===== src/rtl/dbuf_pkg.sv =====
package dbuf_pkg;
  typedef enum logic {
    STAGE_TRANSPARENT = 1'b0,
    STAGE_SAMPLED     = 1'b1
  } stage_kind_e;

  typedef struct packed {
    logic sel_n;
    logic wen;
    logic wstb1_n;
    logic wstb2_n;
    logic xfr_n;
  } ctrl_pins_t;

  localparam ctrl_pins_t CTRL_IDLE = '{sel_n: 1'b1, wen: 1'b0, wstb1_n: 1'b1,
                                       wstb2_n: 1'b1, xfr_n: 1'b1};
endpackage


===== src/rtl/dbuf_rst_sync.sv =====
module dbuf_rst_sync #(
  parameter int STAGES = 2
) (
  input  logic clk,
  input  logic rst_n,
  output logic rst_n_sync
);
  logic [STAGES-1:0] chain_q;
  logic [STAGES-1:0] chain_d;

  always_comb begin
    chain_d = {chain_q[STAGES-2:0], 1'b1};
  end

  always_ff @(posedge clk or negedge rst_n) begin
    if (!rst_n) chain_q <= '0;
    else        chain_q <= chain_d;
  end

  assign rst_n_sync = chain_q[STAGES-1];
endmodule


===== src/rtl/dbuf_pin_sample.sv =====
module dbuf_pin_sample
  import dbuf_pkg::*;
#(
  parameter int DATA_W = 8
) (
  input  logic              clk,
  input  logic              rst_n,
  input  ctrl_pins_t        ctrl_in,
  input  logic [DATA_W-1:0] bus_in,
  input  logic [DATA_W-1:0] float_in,
  output ctrl_pins_t        ctrl_s,
  output logic [DATA_W-1:0] bus_s
);
  ctrl_pins_t        ctrl_d;
  logic [DATA_W-1:0] bus_d;

  // An undriven pin reads as a high level
  always_comb begin
    ctrl_d = ctrl_in;
    bus_d  = bus_in | float_in;
  end

  always_ff @(posedge clk or negedge rst_n) begin
    if (!rst_n) begin
      ctrl_s <= CTRL_IDLE;
      bus_s  <= '0;
    end else begin
      ctrl_s <= ctrl_d;
      bus_s  <= bus_d;
    end
  end
endmodule


===== src/rtl/dbuf_stage.sv =====
module dbuf_stage
  import dbuf_pkg::*;
#(
  parameter int          DATA_W = 8,
  parameter stage_kind_e KIND   = STAGE_TRANSPARENT
) (
  input  logic              clk,
  input  logic              rst_n,
  input  logic              open_i,
  input  logic [DATA_W-1:0] d_i,
  output logic [DATA_W-1:0] q_o,
  output logic [DATA_W-1:0] held_o
);
  logic [DATA_W-1:0] held_q;
  logic [DATA_W-1:0] held_d;

  always_comb begin
    held_d = open_i ? d_i : held_q;
  end

  always_ff @(posedge clk or negedge rst_n) begin
    if (!rst_n)      held_q <= '0;
    else if (open_i) held_q <= held_d;
  end

  generate
    if (KIND == STAGE_TRANSPARENT) begin : g_transp
      assign q_o = open_i ? d_i : held_q;
    end else begin : g_sampled
      assign q_o = held_q;
    end
  endgenerate

  assign held_o = held_q;

  AST_STAGE_HOLD: assert property (@(posedge clk) disable iff (!rst_n)
    !open_i |=> $stable(held_q)) else $error("closed stage changed");
endmodule


===== src/rtl/dbuf_dac_front.sv =====
module dbuf_dac_front
  import dbuf_pkg::*;
#(
  parameter int          DATA_W     = 8,
  parameter int          RST_STAGES = 2,
  parameter stage_kind_e KIND       = STAGE_TRANSPARENT
) (
  input  logic              clk,
  input  logic              rst_n,
  input  logic              sel_n,
  input  logic              wen,
  input  logic              wstb1_n,
  input  logic              wstb2_n,
  input  logic              xfr_n,
  input  logic [DATA_W-1:0] din,
  input  logic [DATA_W-1:0] din_float,
  output logic [DATA_W-1:0] code,
  output logic [DATA_W-1:0] code_n
);
  localparam logic [DATA_W-1:0] ALL_ONES = {DATA_W{1'b1}};

  logic              rst_n_i;
  ctrl_pins_t        ctrl_raw;
  ctrl_pins_t        ctrl_s;
  logic [DATA_W-1:0] bus_s;
  logic              stg_open;
  logic              out_open;
  logic [DATA_W-1:0] stg_q;
  logic [DATA_W-1:0] stg_held;
  logic [DATA_W-1:0] out_q;
  logic [DATA_W-1:0] out_held;
  logic [DATA_W-1:0] code_q;
  logic [DATA_W-1:0] code_n_q;
  logic [DATA_W-1:0] code_d;
  logic [DATA_W-1:0] code_n_d;

  dbuf_rst_sync #(.STAGES(RST_STAGES)) u_rst (
    .clk       (clk),
    .rst_n     (rst_n),
    .rst_n_sync(rst_n_i)
  );

  always_comb begin
    ctrl_raw.sel_n   = sel_n;
    ctrl_raw.wen     = wen;
    ctrl_raw.wstb1_n = wstb1_n;
    ctrl_raw.wstb2_n = wstb2_n;
    ctrl_raw.xfr_n   = xfr_n;
  end

  dbuf_pin_sample #(.DATA_W(DATA_W)) u_pins (
    .clk     (clk),
    .rst_n   (rst_n_i),
    .ctrl_in (ctrl_raw),
    .bus_in  (din),
    .float_in(din_float),
    .ctrl_s  (ctrl_s),
    .bus_s   (bus_s)
  );

  // Staging register qualifier: all three conditions at the same time
  always_comb begin
    stg_open = !ctrl_s.sel_n && ctrl_s.wen && !ctrl_s.wstb1_n;
    out_open = !ctrl_s.wstb2_n && !ctrl_s.xfr_n;
  end

  dbuf_stage #(.DATA_W(DATA_W), .KIND(KIND)) u_stage (
    .clk   (clk),
    .rst_n (rst_n_i),
    .open_i(stg_open),
    .d_i   (bus_s),
    .q_o   (stg_q),
    .held_o(stg_held)
  );

  dbuf_stage #(.DATA_W(DATA_W), .KIND(KIND)) u_out (
    .clk   (clk),
    .rst_n (rst_n_i),
    .open_i(out_open),
    .d_i   (stg_q),
    .q_o   (out_q),
    .held_o(out_held)
  );

  always_comb begin
    code_d   = out_q;
    code_n_d = out_q ^ ALL_ONES;
  end

  always_ff @(posedge clk or negedge rst_n_i) begin
    if (!rst_n_i) begin
      code_q   <= '0;
      code_n_q <= ALL_ONES;
    end else begin
      code_q   <= code_d;
      code_n_q <= code_n_d;
    end
  end

  assign code   = code_q;
  assign code_n = code_n_q;

  AST_FREEZE_WEN: assert property (@(posedge clk) disable iff (!rst_n_i)
    !ctrl_s.wen |=> $stable(stg_held)) else $error("frozen staging changed");

  AST_SEL_HOLD: assert property (@(posedge clk) disable iff (!rst_n_i)
    ctrl_s.sel_n |=> $stable(stg_held)) else $error("deselected staging changed");

  AST_XFER_HOLD: assert property (@(posedge clk) disable iff (!rst_n_i)
    (ctrl_s.wstb2_n || ctrl_s.xfr_n) |=> $stable(out_held)) else $error("output reg changed");

  AST_COMPLEMENT: assert property (@(posedge clk) disable iff (!rst_n_i)
    (code_q ^ code_n_q) == ALL_ONES) else $error("complement broken");

  generate
    if (KIND == STAGE_TRANSPARENT) begin : g_flow_chk
      AST_FLOW_SAME: assert property (@(posedge clk) disable iff (!rst_n_i)
        (stg_open && out_open) |=> (code_q == $past(bus_s))) else $error("flow lag");
    end
  endgenerate
endmodule


===== config.mk =====
export PLATFORM = sky130hd
export DESIGN_NAME = dbuf_dac_front
export DESIGN_NICKNAME = d
export VERILOG_FILES = /design/src/rtl/dbuf_pkg.sv /design/src/rtl/dbuf_rst_sync.sv /design/src/rtl/dbuf_pin_sample.sv /design/src/rtl/dbuf_stage.sv /design/src/rtl/dbuf_dac_front.sv
export SDC_FILE = /design/constraint.sdc
export NUM_CORES = 1
export LEC_CHECK = 0
export BUFFER_PORTS_ARGS = -buffer_cell sky130_fd_sc_hd__buf_2
export CAP_MARGIN = 40
export CORE_MARGIN = 4
export CORE_UTILIZATION = 40
export CTS_CLUSTER_SIZE = 30
export DETAILED_ROUTE_END_ITERATION = 10
export HOLD_SLACK_MARGIN = 0.12
export PLACE_DENSITY_LB_ADDON = 0.05
export SYNTH_ARGS = -nofsm -noshare
export SYNTH_HDL_FRONTEND = slang
export SYNTH_SLANG_ARGS = --single-unit

===== constraint.sdc =====
create_clock -name clk -period 1.11 [get_ports clk]
set_input_delay 0.333 -clock clk [delete_from_list [all_inputs] [get_ports clk]]
set_output_delay 0.333 -clock clk [all_outputs]
set_load 0.02 [all_outputs]

==> results.toml, run 1 <==
[yosys]
yosys_warnings = 0
synth_area_um2 = 1340
postSynthAreaPerCell_um2 = 17.8
synth-seq-cells = 39
synthCells = 75
netlist.area_leader.share = 0.506
synth_top_family_by_area = "multiplexers"
synth_mux_area_frac = 0.195
yosys.area_share.xor_xnor = 0
synth_compound_area_frac = 0
seq_area_frac_synth = 0.742
yosys-top-cells-area = "dfrtp_1, dfstp_2, mux2_2"
synth_nets = 98
synth.distinct_cells = 9
synth_simple_gate_area_share = 0.0562
yosys.area.top_type = "dfrtp_1"
synth_adder_area_share = 0

[min_path]
hold_path_class = "primary input to register"
hold_depth = 2

[placement]
port_buffers = 38
routabilityCongestion = 0.686
hpwl_mm = 1.53
dp_cells = 168

[floorplan]
dieWidth_um = 65.8
floorplan.initialDensity = 0.427
fp-row-count = 20
ios = 39
design.die.area_um2 = 4330
die_y_um = 65.8
coreArea_um2 = 3130

[layout]
final_cells = 193
drive_gt1_frac = 0.711
antennaDiodeCount = 0
syn_to_final_growth_pct = 56.9
nets = 171

[clocking]
cts_num_sinks = 39
cts.path.max_buffers = 2
cts_buffers = 5
worst_setup_hold_path_clk_slew_ns = 0.11
clk_latency_ns = 0.33
cts_tree = "done"
cts_root_buf = "clkbuf_4"
htreeDepth = 2

[routing]
drc_errors = 0
wire_per_inst_um = 13.5
totalWireLength_mm = 2.60
routed_via_density = 4.46
ant_nets = 0
via_count = 861
dr.pass1.iters = 4
drt-initial-drc-count = 41

[pwr]
power_density_nw_per_um2 = 1790
report.power.total_w = 0.00376
peakVddDrop_uv = 999
power_leakage_nw = 0.961

[sta]
setup_viol = 40
hold_violations = 0
rsz0062_at_grt = "yes"
fin_ws_ns = -0.351
slew_viol_final = 0
skew_ns = 0.00777
fin_crit_sh = 1.32
fin_crit_ns = 1.46
fmax_mhz = 685

[critical_path]
critPathArrivalTime_ns = 1.69
cp_data_required_time_ns = 1.34
critPathMaxFanout = 8
start_kind = "register"
worstSetupPathType = "register to register"
cp-end-kind = "register"
reg2reg_depth = 4

[global_routing]
grt_antenna_before_repair = 0
grt_overflow_total = 0
track_usage = 0.140
grt_max_degree = 38
first_global_vias = 964
grt_pass1_wl_mm = 4.37

[outcome]
failed_checks = "setup timing"
status = "finished, violations left"

[job]
drv_cap = 0
cells in the mapped netlist:
| cell | instances |
|---|---|
| buf_2 | 1 |
| conb_1 | 1 |
| dfrtp_1 | 27 |
| dfstp_2 | 12 |
| mux2_2 | 16 |
| mux2i_1 | 8 |
| nor2_2 | 1 |
| nor3b_4 | 1 |
| or2_2 | 8 |
cells by family after synthesis:
kind of cell / count (synthesis)
multiplexers: 24
buffers and inverters: 1
flip-flops: 39
AND/OR/NAND/NOR: 10
other: 1
report_power, final:
part | switching (W) | internal (W) | total [W]
Clock | 0.000416 | 0.000247 | 0.000663
Combinational | 0.000487 | 0.000768 | 0.00126
Sequential | 0.000125 | 0.00172 | 0.00184
Total | 0.00103 | 0.00273 | 0.00376
cells in the final DEF, fill, tap and decap left out, drive strengths merged:
| cell | instances |
|---|---|
| buf | 61 |
| dfrtp | 27 |
| mux2 | 16 |
| dfstp | 12 |
| or2 | 8 |
| mux2i | 8 |
| clkbuf | 7 |
| dlygate4sd3 | 6 |
| nor3b | 1 |
| nor2 | 1 |
| clkinv | 1 |
| conb | 1 |
layer usage:
| metal | global-route usage | vias up | wire length (um) |
|---|---|---|---|
| met5 | 0 | - | 0 |
| met4 | 0.0777 | 0 | 59 |
| met3 | 0.0425 | 7 | 149 |
| met2 | 0.227 | 30 | 1280 |
| met1 | 0.165 | 422 | 1100 |
| li1 | - | 402 | - |
timing repair:
item / 4_1_cts / 5_1_grt
hold buffers: 6 / 0
setup buffers: 8 / 3
endpoints found under the setup margin: 40 / 40
endpoints found under the hold margin: 7 / 0
pin swaps: 1 / 0
cloned: 0 / 0
resized for setup: 47 / 11
worst paths after layout:
path,startpoint,end,slack (ns)
max,u_pins.ctrl_s[4]$_DFF_PN1_,register,-0.35
min,din[2],u_pins.bus_s[2]$_DFF_PN0_,0.18
max reg2reg,u_pins.ctrl_s[4]$_DFF_PN1_,register,-0.35
min reg2reg,u_rst.chain_q[1]$_DFF_PN0_,u_pins.bus_s[7]$_DFF_PN0_,0.23
max in group asynchronous,u_rst.chain_q[1]$_DFF_PN0_,u_pins.ctrl_s[4]$_DFF_PN1_,0.63
min in group asynchronous,u_rst.chain_q[1]$_DFF_PN0_,u_pins.bus_s[7]$_DFF_PN0_,0.23
final cells by class:
cell class,count,area [um2]
fillers,236,1030
flip-flops and latches,39,992
repair buffers,67,598
multi-input cells,35,399
well taps,44,55.1
clock buffers,7,45.0
clock inverters,1,5.00
stage by stage:
step / area [um2] / util / hold WS [ns] / TNS (ns) / worst slack, ns
3_5_place_dp: 1700 / 0.545 / 0.122 / -6.86 / -0.385
2_1_floorplan: 1340 / - / 0.0374 / -4.92 / -0.349
4_1_cts: 2030 / 0.649 / 0.163 / -9.80 / -0.363
6_report: 2090 / 0.670 / 0.175 / -9.34 / -0.351
3_3_place_gp: 1700 / 0.545 / 0.118 / -6.37 / -0.347
5_1_grt: 2090 / 0.670 / 0.148 / -11.34 / -0.404
critical path: stages, from the launching register on:
cell	delay, ns
dfstp_2	0.39
nor3b_4	0.22
buf_12	0.17
mux2_4	0.31
mux2_4	0.26
Power figures use the tool's default switching activity.
==> run 2, diff against run 1 <==
CORE_ASPECT_RATIO = 0.5   (was default)
==> run 2 against run 1 <==
Compared with the run above: the run still ends with setup timing left; worst hold slack worse by 0.032 ns; sequential cell count stayed put; clock skew hardly changed; worst setup slack worse by 0.034 ns; wire length is 1.7% higher; largest power group unchanged; register-to-register slack worse by 0.03 ns; clock power is 44% higher; fmax is 2.2% lower; cell area is 1.6% lower; first-iteration DRC count is 46% lower; final cell count is 3.6% lower; power is 7.2% higher.
==> results.toml, run 2 (synthesis results as in run 1) <==
[layout]
antennaDiodeCount = 0
utilization = 0.665
nets = 168
syn_to_final_growth_pct = 54.4
layout_common_cells = "dfrtp_1, buf_6, buf_2"
drive_gt1_frac = 0.747
final_cells = 186
final_common_cell = "dfrtp_1"

[placement]
port_buffers = 38
routabilityCongestion = 0.655
dp_cells = 161
dp_slack_ns = -0.414
hpwl_mm = 1.77

[critical_path]
cp-end-kind = "register"
cp_slowest_cell = "dfstp_2"
critPathBufInv = 1
worstSetupPathType = "register to register"
cp_common_cell = "mux2_4"
startpoint = "u_pins.ctrl_s[2]$_DFF_PN1_"
cp_data_required_time_ns = 1.28
crit_family = "multiplexers"
critPathMaxFanout = 5
start_kind = "register"
critPathMaxStageDelay_ns = 0.38
reg2reg_depth = 4
path_cells = "nor3b_4, buf_6, mux2_4, mux2_4"
reg2reg_slack_ns = -0.38
cp.depth = 4
reg2reg_from = "u_pins.ctrl_s[2]$_DFF_PN1_"
critPathArrivalTime_ns = 1.66

[global_routing]
grt_antenna_before_repair = 0
track_usage = 0.132
first_global_vias = 939
grt_overflow_total = 0
grt_pass1_wl_mm = 4.39
grt_max_degree = 24

[routing]
routed_via_density = 4.39
dr.pass1.iters = 3
drt-initial-drc-count = 22
via_count = 817
ant_nets = 0
drc_errors = 0
wire_per_inst_um = 14.2
totalWireLength_mm = 2.64

[sta]
rsz0062_at_grt = "yes"
skew_ns = 0.00738
fmax_mhz = 669
worst_hold_slack_ns = 0.144
fin_crit_ns = 1.49
slew_viol_final = 0
hold_violations = 0
fin_crit_sh = 1.35
setup_viol = 40
fin_ws_ns = -0.384

[pwr]
combPwrFrac = 0.309
p_int_w = 0.00297
p_seq_frac = 0.455
power_density_nw_per_um2 = 1960
peakVddDrop_uv = 1250
clkPwrFrac = 0.236
p_switching_w = 0.00106
report.power.total_w = 0.00403
power_leakage_nw = 0.955
power_switching_share = 0.262

[clocking]
worst_setup_hold_path_clk_slew_ns = 0.07
cts_buffers = 5
cts_root_buf = "clkbuf_8"
clk_latency_ns = 0.29
cts.path.max_buffers = 2
cts_tree = "done"
cts_num_sinks = 39
htreeDepth = 2

[floorplan]
fp-row-count = 14
ios = 39
dieWidth_um = 89.7
design.die.area_um2 = 4380
floorplan.initialDensity = 0.431
die_y_um = 48.9
coreArea_um2 = 3100

[min_path]
hold_path_class = "primary input to register"
hold_depth = 1

[outcome]
status = "finished, violations left"
failed_checks = "setup timing"

[job]
drv_cap = 0
==> run 2: worst register-to-register path, cell delays in order (launching register included) <==
cell and delay, ns:
dfstp_2 0.38, nor3b_4 0.25, buf_6 0.18, mux2_4 0.32
mux2_4 0.26
==> run 2: routing by layer <==
| metal | global-route usage | share of wire | vias to the layer above |
|---|---|---|---|
| li1 | - | - | 389 |
| met5 | 0 | 0 | - |
| met1 | 0.141 | 0.40 | 399 |
| met3 | 0.0632 | 0.072 | 3 |
| met2 | 0.230 | 0.51 | 26 |
| met4 | 0.0534 | 0.0083 | 0 |
==> run 2: what timing repair did <==
action                                  4_1_cts  5_1_grt
endpoints found under the setup margin       40       40
buffers inserted                             13        2
gates resized for setup                      54        4
endpoints found under the hold margin         2        1
hold buffers                                  1        1
pin swaps                                     1        1
==> run 2: power groups by stage <==
stage	Combinational, W	Sequential [W]	Clock (W)
after detailed placement	0.000719	0.00184	0
after global placement	0.000696	0.00182	0
after global routing	0.00132	0.00186	0.00107
after CTS	0.00119	0.00184	0.000994
final	0.00125	0.00183	0.000952
after floorplan	0.000213	0.00205	0
==> run 2: cell type report <==
| cell class | instances | area, um2 |
|---|---|---|
| multi-input cells | 35 | 403 |
| fillers | 225 | 1040 |
| clock inverters | 1 | 5.00 |
| well taps | 40 | 50.0 |
| repair buffers | 64 | 524 |
| clock buffers | 7 | 86.3 |
| flip-flops and latches | 39 | 992 |
==> run 2: worst min path at each step <==
stage                        from                         end  slack (ns)
after floorplan             rst_n  u_rst.chain_q[0]$_DFF_PN0_        0.04
after global placement      rst_n  u_rst.chain_q[0]$_DFF_PN0_        0.12
after detailed placement    rst_n  u_rst.chain_q[0]$_DFF_PN0_        0.12
after CTS                   xfr_n  u_pins.ctrl_s[0]$_DFF_PN1_        0.12
after global routing      wstb2_n  u_pins.ctrl_s[1]$_DFF_PN1_        0.12
final                     wstb2_n  u_pins.ctrl_s[1]$_DFF_PN1_        0.14
==> run 2: stage by stage <==
step | instance area [um2] | TNS, ns
2_1_floorplan | 1340 | -4.92
3_3_place_gp | 1640 | -5.20
6_report | 2060 | -8.41
5_1_grt | 2060 | -10.58
3_5_place_dp | 1640 | -6.53
4_1_cts | 2020 | -8.97
